`src/rtl/hiccup_pkg.sv`:
```
package hiccup_pkg;

    typedef enum logic [2:0] {
        ST_OFF     = 3'd0,
        ST_HOLD    = 3'd1,
        ST_RUN     = 3'd2,
        ST_HIC_ON  = 3'd3,
        ST_HIC_OFF = 3'd4
    } hic_state_e;

    // counter width able to hold the values 0 .. n-1
    function automatic int cnt_w(input int n);
        return (n <= 2) ? 1 : $clog2(n);
    endfunction

endpackage

```
`src/rtl/hs_sync.sv`:
```
module hs_sync #(
    parameter int W = 1
) (
    input  logic         clk,
    input  logic         rst_n,
    input  logic [W-1:0] d,
    output logic [W-1:0] q
);

    logic [W-1:0] meta_q;
    logic [W-1:0] sync_q;

    always_ff @(posedge clk) begin
        if (!rst_n) begin
            meta_q <= '0;
            sync_q <= '0;
        end else begin
            meta_q <= d;
            sync_q <= meta_q;
        end
    end

    assign q = sync_q;

endmodule

```
`src/rtl/hs_holdoff.sv`:
```
module hs_holdoff #(
    parameter int NCH        = 2,
    parameter int HOLD_TICKS = 60
) (
    input  logic           clk,
    input  logic           rst_n,
    input  logic           por_ok,
    input  logic [NCH-1:0] shdn_s,
    output logic           hold_act
);

    localparam int HW = hiccup_pkg::cnt_w(HOLD_TICKS + 1);
    localparam logic [HW-1:0] HOLD_LOAD = HW'(HOLD_TICKS);

    typedef struct packed {
        logic [HW-1:0]  cnt;
        logic           por;
        logic [NCH-1:0] shdn;
    } hold_t;

    hold_t r_q, r_d;
    logic  restart;

    always_comb begin
        r_d      = r_q;
        r_d.por  = por_ok;
        r_d.shdn = shdn_s;
        restart  = (por_ok && !r_q.por) || (por_ok && |(shdn_s & ~r_q.shdn));
        if (!por_ok) begin
            r_d.cnt = '0;
        end else if (restart) begin
            r_d.cnt = HOLD_LOAD;
        end else if (r_q.cnt != '0) begin
            r_d.cnt = r_q.cnt - 1'b1;
        end
    end

    always_ff @(posedge clk) begin
        if (!rst_n) r_q <= '0;
        else        r_q <= r_d;
    end

    assign hold_act = (r_q.cnt != '0);

endmodule

```
`src/rtl/hs_chan.sv`:
```
module hs_chan
    import hiccup_pkg::*;
#(
    parameter int DEG_TICKS = 8,
    parameter int ON_TICKS  = 10,
    parameter int OFF_TICKS = 400,
    localparam int TW = cnt_w((ON_TICKS > OFF_TICKS) ? ON_TICKS : OFF_TICKS)
) (
    input  logic          clk,
    input  logic          rst_n,
    input  logic          run_ok,
    input  logic          hold_act,
    input  logic          uv_s,
    output logic          en,
    output logic          in_hic,
    output logic [2:0]    st,
    output logic [TW-1:0] tmr
);

    localparam int DW = cnt_w(DEG_TICKS);
    localparam logic [TW-1:0] ON_LAST  = TW'(ON_TICKS - 1);
    localparam logic [TW-1:0] OFF_LAST = TW'(OFF_TICKS - 1);
    localparam logic [DW-1:0] DEG_LAST = DW'(DEG_TICKS - 1);

    typedef struct packed {
        hic_state_e    st;
        logic [TW-1:0] tmr;
        logic [DW-1:0] dcnt;
    } chan_t;

    chan_t c_q, c_d;

    always_comb begin
        c_d = c_q;
        unique case (c_q.st)
            ST_OFF: begin
                c_d.tmr  = '0;
                c_d.dcnt = '0;
                if (run_ok) c_d.st = ST_HOLD;
            end
            ST_HOLD: begin
                if (!hold_act) begin
                    c_d.st  = uv_s ? ST_HIC_OFF : ST_RUN;
                    c_d.tmr = '0;
                end
            end
            ST_RUN: begin
                if (uv_s && !hold_act) begin
                    if (c_q.dcnt == DEG_LAST) begin
                        c_d.st   = ST_HIC_OFF;
                        c_d.tmr  = '0;
                        c_d.dcnt = '0;
                    end else begin
                        c_d.dcnt = c_q.dcnt + 1'b1;
                    end
                end else begin
                    c_d.dcnt = '0;
                end
            end
            ST_HIC_OFF: begin
                if (c_q.tmr == OFF_LAST) begin
                    c_d.st  = ST_HIC_ON;
                    c_d.tmr = '0;
                end else begin
                    c_d.tmr = c_q.tmr + 1'b1;
                end
            end
            ST_HIC_ON: begin
                if (c_q.tmr == ON_LAST) begin
                    c_d.st  = uv_s ? ST_HIC_OFF : ST_RUN;
                    c_d.tmr = '0;
                end else begin
                    c_d.tmr = c_q.tmr + 1'b1;
                end
            end
            default: c_d.st = ST_OFF;
        endcase
        if (!run_ok) begin
            c_d.st   = ST_OFF;
            c_d.tmr  = '0;
            c_d.dcnt = '0;
        end
    end

    always_ff @(posedge clk) begin
        if (!rst_n) c_q <= '{st: ST_OFF, tmr: '0, dcnt: '0};
        else        c_q <= c_d;
    end

    assign en     = (c_q.st == ST_HOLD) || (c_q.st == ST_RUN) || (c_q.st == ST_HIC_ON);
    assign in_hic = (c_q.st == ST_HIC_ON) || (c_q.st == ST_HIC_OFF);
    assign st     = c_q.st;
    assign tmr    = c_q.tmr;

endmodule

```
`src/rtl/hiccup_seq.sv`:
```
module hiccup_seq #(
    parameter int NCH        = 2,
    parameter int HOLD_TICKS = 60,
    parameter int DEG_TICKS  = 8,
    parameter int ON_TICKS   = 10,
    parameter int OFF_TICKS  = 400
) (
    input  logic           clk,
    input  logic           rst_n,
    input  logic           por_ok,
    input  logic [NCH-1:0] shdn_n,
    input  logic [NCH-1:0] uv,
    output logic [NCH-1:0] amp_en,
    output logic [NCH-1:0] hic
);

    localparam int TW = hiccup_pkg::cnt_w((ON_TICKS > OFF_TICKS) ? ON_TICKS : OFF_TICKS);

    logic [NCH-1:0]         shdn_s;
    logic [NCH-1:0]         uv_s;
    logic                   hold_act;
    logic [NCH-1:0]         ch_en;
    logic [NCH-1:0]         ch_hic;
    logic [NCH-1:0][2:0]    ch_st;
    logic [NCH-1:0][TW-1:0] ch_tmr;

    hs_sync #(.W(2*NCH)) u_sync (
        .clk   (clk),
        .rst_n (rst_n),
        .d     ({uv, shdn_n}),
        .q     ({uv_s, shdn_s})
    );

    hs_holdoff #(.NCH(NCH), .HOLD_TICKS(HOLD_TICKS)) u_hold (
        .clk      (clk),
        .rst_n    (rst_n),
        .por_ok   (por_ok),
        .shdn_s   (shdn_s),
        .hold_act (hold_act)
    );

    for (genvar i = 0; i < NCH; i++) begin : g_ch
        hs_chan #(
            .DEG_TICKS (DEG_TICKS),
            .ON_TICKS  (ON_TICKS),
            .OFF_TICKS (OFF_TICKS)
        ) u_ch (
            .clk      (clk),
            .rst_n    (rst_n),
            .run_ok   (por_ok & shdn_s[i]),
            .hold_act (hold_act),
            .uv_s     (uv_s[i]),
            .en       (ch_en[i]),
            .in_hic   (ch_hic[i]),
            .st       (ch_st[i]),
            .tmr      (ch_tmr[i])
        );
        // raw gating: shutdown and power-fail act without synchronizer delay
        assign amp_en[i] = ch_en[i]  & shdn_n[i] & por_ok;
        assign hic[i]    = ch_hic[i] & shdn_n[i] & por_ok;
    end

endmodule

```
`config.mk`:
```
export PLATFORM = sky130hd
export DESIGN_NAME = hiccup_seq
export DESIGN_NICKNAME = d
export VERILOG_FILES = /design/src/rtl/hiccup_pkg.sv /design/src/rtl/hs_sync.sv /design/src/rtl/hs_holdoff.sv /design/src/rtl/hs_chan.sv /design/src/rtl/hiccup_seq.sv
export SDC_FILE = /design/constraint.sdc
export NUM_CORES = 1
export LEC_CHECK = 0
export BUFFER_PORTS_ARGS = -buffer_cell sky130_fd_sc_hd__buf_2
export CAP_MARGIN = 15
export CELL_PAD_IN_SITES_DETAIL_PLACEMENT = 1
export CELL_PAD_IN_SITES_GLOBAL_PLACEMENT = 1
export CORE_ASPECT_RATIO = 2
export CORE_MARGIN = 1.5
export CORE_UTILIZATION = 51
export CTS_CLUSTER_SIZE = 14
export DETAILED_ROUTE_END_ITERATION = 10
export GPL_TIMING_DRIVEN = 0
export PLACE_DENSITY_LB_ADDON = 0.1
export SLEW_MARGIN = 20
export SYNTH_ARGS = -nofsm -noshare
export SYNTH_HDL_FRONTEND = slang
export SYNTH_SLANG_ARGS = --single-unit
```
`constraint.sdc`:
```
create_clock -name clk -period 5.4 [get_ports clk]
set_clock_uncertainty 0.2 [all_clocks]
set_input_delay 0.27 -clock clk [delete_from_list [all_inputs] [get_ports clk]]
set_output_delay 0.27 -clock clk [all_outputs]
set_load 0.1 [all_outputs]
```
======== Word level (Yosys, flattened, before mapping) ========
Index checks and enable logic that the tools add are counted.
word-level totals
  output and inout port bits .............. 4
  ROM bits ................................ 0
  register bits after elaboration ......... 47
  bits in writable memories ............... 0
  bits in latches ......................... 0
  memories ................................ 0
  word-level logic and storage cells ...... 113
  input port bits ......................... 7
operators by class
  divide/modulo/power cells ............... 0
  order comparisons ....................... 0
  multiplexer cells ....................... 28
  shift operators ......................... 0
  $add $sub $neg .......................... 5
  reduce and logical (&&, ||, !) cells .... 30
  bitwise gates (word level) .............. 14
  multipliers ............................. 0
  equality and inequality tests ........... 24
operator list
  kind                                                                    number
  9-bit case mux with 5 select lines                                      2
  12-bit two-way mux                                                      6
  9-bit two-way mux                                                       4
  3-bit two-way mux                                                       10
  3-bit case mux with 5 select lines                                      2
  9-bit by 1-bit adder with 9-bit output (second input constant)          2
  9-bit by 4-bit equality test with 1-bit output (second input constant)  2
  9-bit equality test (second input constant)                             2
  2-bit by 1-bit != test with 1-bit output (second input constant)        8
  3-bit by 2-bit equality test with 1-bit output (second input constant)  4
  3-bit equality test (second input constant)                             4
  6-bit two-way mux                                                       2
  3-bit case mux with 2 select lines                                      2
  1-bit bitwise AND                                                       10
  5-bit AND reduction                                                     2
  5-bit nonzero test                                                      2
  4-bit AND reduction                                                     2
  1-bit logical OR                                                        7
  3-bit by 1-bit adder with 3-bit output (second input constant)          2
  3-bit by 1-bit equality test with 1-bit output (second input constant)  2
  3-bit logical NOT                                                       2
  2-bit AND reduction                                                     3
  2-bit nonzero test                                                      3
  6-bit nonzero test                                                      1
  9 further kinds                                                         15

======== Logic depth before layout (Yosys ltp) ========
  depth in word-level cells ............... 6
  mapped depth ............................ 8
  depth with buffers taken out ............ 7

======== By module ========
From an unflattened synthesis, not the netlist that was laid out.
second synthesis, totals
  cell total of the unflattened synthesis .. 318
  area total of the unflattened synthesis .. 2720.1 µm²
modules (own cells, without submodules)
  module      area an instance (µm²)  sequential area each (µm²)  cells an instance  instances
  hs_chan     1026.0                  300.3                       126                2
  hs_holdoff  417.9                   180.2                       44                 1
  hs_sync     210.2                   160.2                       16                 1
  hiccup_seq  40.0                    0.0                         6                  1

======== Least setup slack after synthesis ========
OpenSTA, ideal clock, no wires.
  path type ............................... register -> output
  start ................................... register g_ch[0].u_ch.c_q (netlist bit g_ch[0].u_ch.st[0])
  end ..................................... output amp_en[0]
  data arrival time ....................... 2681 ps
  stages on the path, launching flop included .. 4
  setup slack ............................. 2249 ps
  path buffers ............................ 1
  cells stage by stage .................... dfxtp_1 > clkbuf_1 > nor2_1 > nor3_1
on the way
  longest elaborated chain between the ends .. 5
  elaborated cells on any way between the ends .. 7
RTL lines
  item                                                                                                                     line              source
  start: declaration                                                                                                       hs_chan.sv:31     chan_t c_q, c_d;
  start signal: assignment                                                                                                 hs_chan.sv:86     if (!rst_n) c_q <= '{st: ST_OFF, tmr: '0, dcnt: '0};
  3-bit by 1-bit equality test with 1-bit output / 3-bit by 2-bit equality test with 1-bit output (equally long branches)  hs_chan.sv:90     assign en = (c_q.st == ST_HOLD) || (c_q.st == ST_RUN) || (c_q.st == ST_HIC_ON);
  1-bit logical OR                                                                                                         hs_chan.sv:90
  1-bit logical OR (*)                                                                                                     hs_chan.sv:90
  1-bit bitwise AND (*) (2 in series)                                                                                      hiccup_seq.sv:59  assign amp_en[i] = ch_en[i] & shdn_n[i] & por_ok;
  end: declaration                                                                                                         hiccup_seq.sv:13  output logic [NCH-1:0] amp_en,
Every way passes the cells marked *; elsewhere a longest branch is shown, timed or not.

======== Final worst setup path ========
  start ................................... register u_hold.r_q[3] (netlist name)
  end ..................................... register g_ch[0].u_ch.c_q (netlist bit g_ch[0].u_ch.tmr[2])
on the way
  longest elaborated chain between the ends .. 5
  elaborated cells on any way between the ends .. 6
RTL lines
  item                                                       line              source
  start: declaration                                         hs_holdoff.sv:21  hold_t r_q, r_d;
  start signal: assignment                                   hs_holdoff.sv:40  else r_q <= r_d;
  6-bit nonzero test (*)                                     hs_holdoff.sv:43  assign hold_act = (r_q.cnt != '0);
  1-bit logical NOT                                          hs_chan.sv:48     if (uv_s && !hold_act) begin
  1-bit logical AND                                          hs_chan.sv:48
  2-bit by 1-bit != test with 1-bit output (no source line)  --
  4-bit AND reduction (no source line) (*)                   --
Marks and branches as above.
A chain may end at the register's enable or synchronous reset.

==> impl_metrics.yaml <==
clocking:
  cts_tree: "built"
  clockBufferDepth: 2
  clock_latency_ns: 0.32
  clk_pin_slew_ns: 0.11
  clock_sinks: 47
  cts-buffers-inserted: 5
  ctsHoldBuffers: 3
  cts_resized: 0
  cts-root-buf: "clkbuf_8"
  cts_max_level: 2
  post-cts-setup-buffers: 0
status:
  status: "finished, final reports clean"
synthesis:
  synth_largest_area_cell: "dfxtp_1"
  synth-edff-count: 0
  async_flop_share_pct: 0
  synth_top_family_by_area: "simple AND/OR/NAND/NOR gates"
  syn_area_sq_um: 2470
  synth_compound_area_share_pct: 23.1
  synth-xor-area-share_pct: 1.42
  synth_warnings: 0
  yosysUniqueCellTypes: 64
  synth_cells: 273
  synthAdderAreaFrac_pct: 4.56
  seq_area_frac_synth_pct: 38.1
  synthTopCellsByArea: "dfxtp_1 38%, a21oi_1 5.1%, ha_1 4.6%"
  muxShareOfSynthArea_pct: 1.22
  ys_dominant_reg_cell: "dfxtp_1"
  synth_nets: 289
  ys_seq_elements: 47
  yosys.area_share.simple_pct: 27.8
  postSynthAreaPerCell_sq_um: 9.04
  synth_top_area_share_pct: 38.1
critical_path:
  cp.required_ns: 5.46
  reg2reg_setup_slack_ns: 2.88
  crit_path_start_kind: "register"
  r2r_start: "u_hold.r_q[3]"
  slowest_stage: "a211oi_1"
  critPathMaxStageDelay_ns: 0.78
  worstReg2RegEnd: "g_ch[0].u_ch.tmr[2]"
  critPathBufInv: 1
  path_cells: "inv_1 -> ha_1 -> nand2b_1 -> o21bai_1 -> a211oi_1 -> o21bai_1 -> a21o_1"
  end_kind: "register"
  critical-path-top-delay-family: "compound AO/OA/AOI/OAI gates"
  arrival_ns: 2.58
  crit_fanout: 6
  path_common_cell: "o21bai_1"
  crit_type: "reg2reg"
  ff2ff_path_depth: 7
layout:
  syn_to_final_growth_pct: 9.89
  final_cell_mix: "47 x dfxtp_1, 25 x a21oi_1, 19 x nor2_1, 15 x o21ai_0, 14 x and2_1"
  multi_input_area_sq_um: 1430
  fill_cells: 575
  final_common_cell: "dfxtp_1"
  nets: 309
  antenna_cells: 0
  final-seq-area_sq_um: 941
  drive_above_1_share_pct: 15.3
  fin_util_pct: 58.4
floorplanning:
  fp.dieH_um: 101
  initial_core_util_pct: 53.2
  die_area_sq_um: 5290
  core_sq_um: 4640
  io_pins: 11
  die_x_um: 52.2
  rows: 35
power:
  irDropWorstVdd_v: 0.000283
  p_leak_nw: 1.04
  pwr_density_cell_nw_per_um2: 234
timing:
  rsz0062_at_grt: "no"
  slew_headroom_pct: 36.4
  finalCritPeriodShare_pct: 46.7
  slew_violations: 0
  finalHoldViolCount: 0
  setup_tns_ns: 0
  period_minus_slack_ns: 2.52
  setup_viol: 0
  fmax_mhz: 397
  worst_slew_pin_slew_ns: 0.948
min_path:
  hold_start: "shdn_n[0]"
  hold_class: "in2reg"
  hold_depth: 2
  whs_endpoint: "u_sync.meta_q[0]"
global_route:
  grtUsageTotal_pct: 26.2
  first_global_vias: 2263
  grt_overflow_total: 0
  antenna_found_initial: 0
  grt_max_degree: 18
  grt_pass1_wl_um: 10300
place:
  place_congestion: 0.797
  port_buffers: 10
  dp_hpwl_um: 4890
route:
  dr.first_iter.drc_count: 24
  drc_errors: 0
  routed_wirelength_um: 6210
  drt-pass1-iter-count: 6
  via_per_inst: 6.05
  vias: 2113
  antenna_left: 0
  wl_per_cell_um: 17.8
run:
  drv_cap: 0
## final cells by class
cell class,count,area share (%)
multi-input cells,206,52.9
flip-flops and latches,47,34.7
repair buffers,13,2.95
clock buffers,5,2.54
well taps,55,2.54
plain buffers,10,2.03
inverters,10,1.38
clock inverters,3,0.969
## metrics by stage
stage	hold WS (ns)	cell area, sq um	setup WS (ns)	total power, mW	cells
after floorplan	0.197	2470	2.25	0.391	273
after global placement	0.216	2590	2.93	0.403	338
after detailed placement	0.225	2590	2.87	0.404	338
after CTS	0.00840	2710	2.85	0.639	349
after global routing	0.0183	2710	2.67	0.658	349
final	0.00470	2710	2.88	0.635	349
## worst register-to-register path, cell delays in order (launching register included)
cell	delay (ns)
dfxtp_1	0.38
inv_1	0.06
ha_1	0.24
nand2b_1	0.29
o21bai_1	0.19
a211oi_1	0.78
o21bai_1	0.21
a21o_1	0.12
## flip-flops by register name, summed over array words and instances, names as in the netlist
register,flops
g_ch.u_ch.c_q,6
g_ch.u_ch.st,6
g_ch.u_ch.tmr,18
u_hold.r_q,9
u_sync.meta_q,4
u_sync.q,4
## worst max-delay path by stage
stage | start | end | slack (ns) | cells after the start
2_1_floorplan | g_ch[0].u_ch.st[0] | amp_en[0] | 2.25 | 3
3_3_place_gp | u_hold.r_q[3] | g_ch[1].u_ch.tmr[2] | 2.93 | 7
3_5_place_dp | u_hold.r_q[3] | g_ch[1].u_ch.tmr[2] | 2.87 | 7
4_1_cts | u_hold.r_q[3] | g_ch[1].u_ch.tmr[2] | 2.85 | 7
5_1_grt | u_hold.r_q[3] | g_ch[1].u_ch.tmr[2] | 2.67 | 7
6_report | u_hold.r_q[3] | g_ch[0].u_ch.tmr[2] | 2.88 | 7
## where the power goes
group	leakage [nW]	internal, mW	switching [mW]
clock	0.0495	0.0965	0.141
sequential	0.382	0.352	0.00432
combinational	0.607	0.0160	0.0251
## synthesized netlist by cell type (all sizes together) (2+ instances only)
cell type and count:
inv 10, or3b 2, or3 4, a221o 2, nor3b 5, xnor2 3, o211ai 3, a2bb2oi 2
nand4 4, a22o 2, nor3 5, a211oi 3, or2 2, a21oi 25, mux2i 3, nand3 12
a41oi 2, a31oi 3, o21bai 5, nand3b 3, buf 4, and3 8, dfxtp 47, o41ai 2
nand2b 2, nor2 19, nor4b 2, clkbuf 6, nor2b 5, or4b 2, o21ai 17, a21o 2
nor4 3, a211o 3, nand4b 3, ha 9, nand2 14, and2 14
## routing by layer
metal  GRT usage [%]  share of wire (%)
met1            22.3                 35
met3            3.54                1.2
met5               0                  0
met2            54.2                 61
met4            13.2                3.0
## logic make-up (layout without fill, tap and decap cells)
kind of cell / Yosys count / in the layout
flops: 47 / 47
compound gates: 76 / 76
xor+xnor: 4 / 4
buf+inv: 20 / 41
mux: 3 / 3
simple gates: 114 / 114
fa+ha+maj: 9 / 9
(Power assumes the default switching activity.)
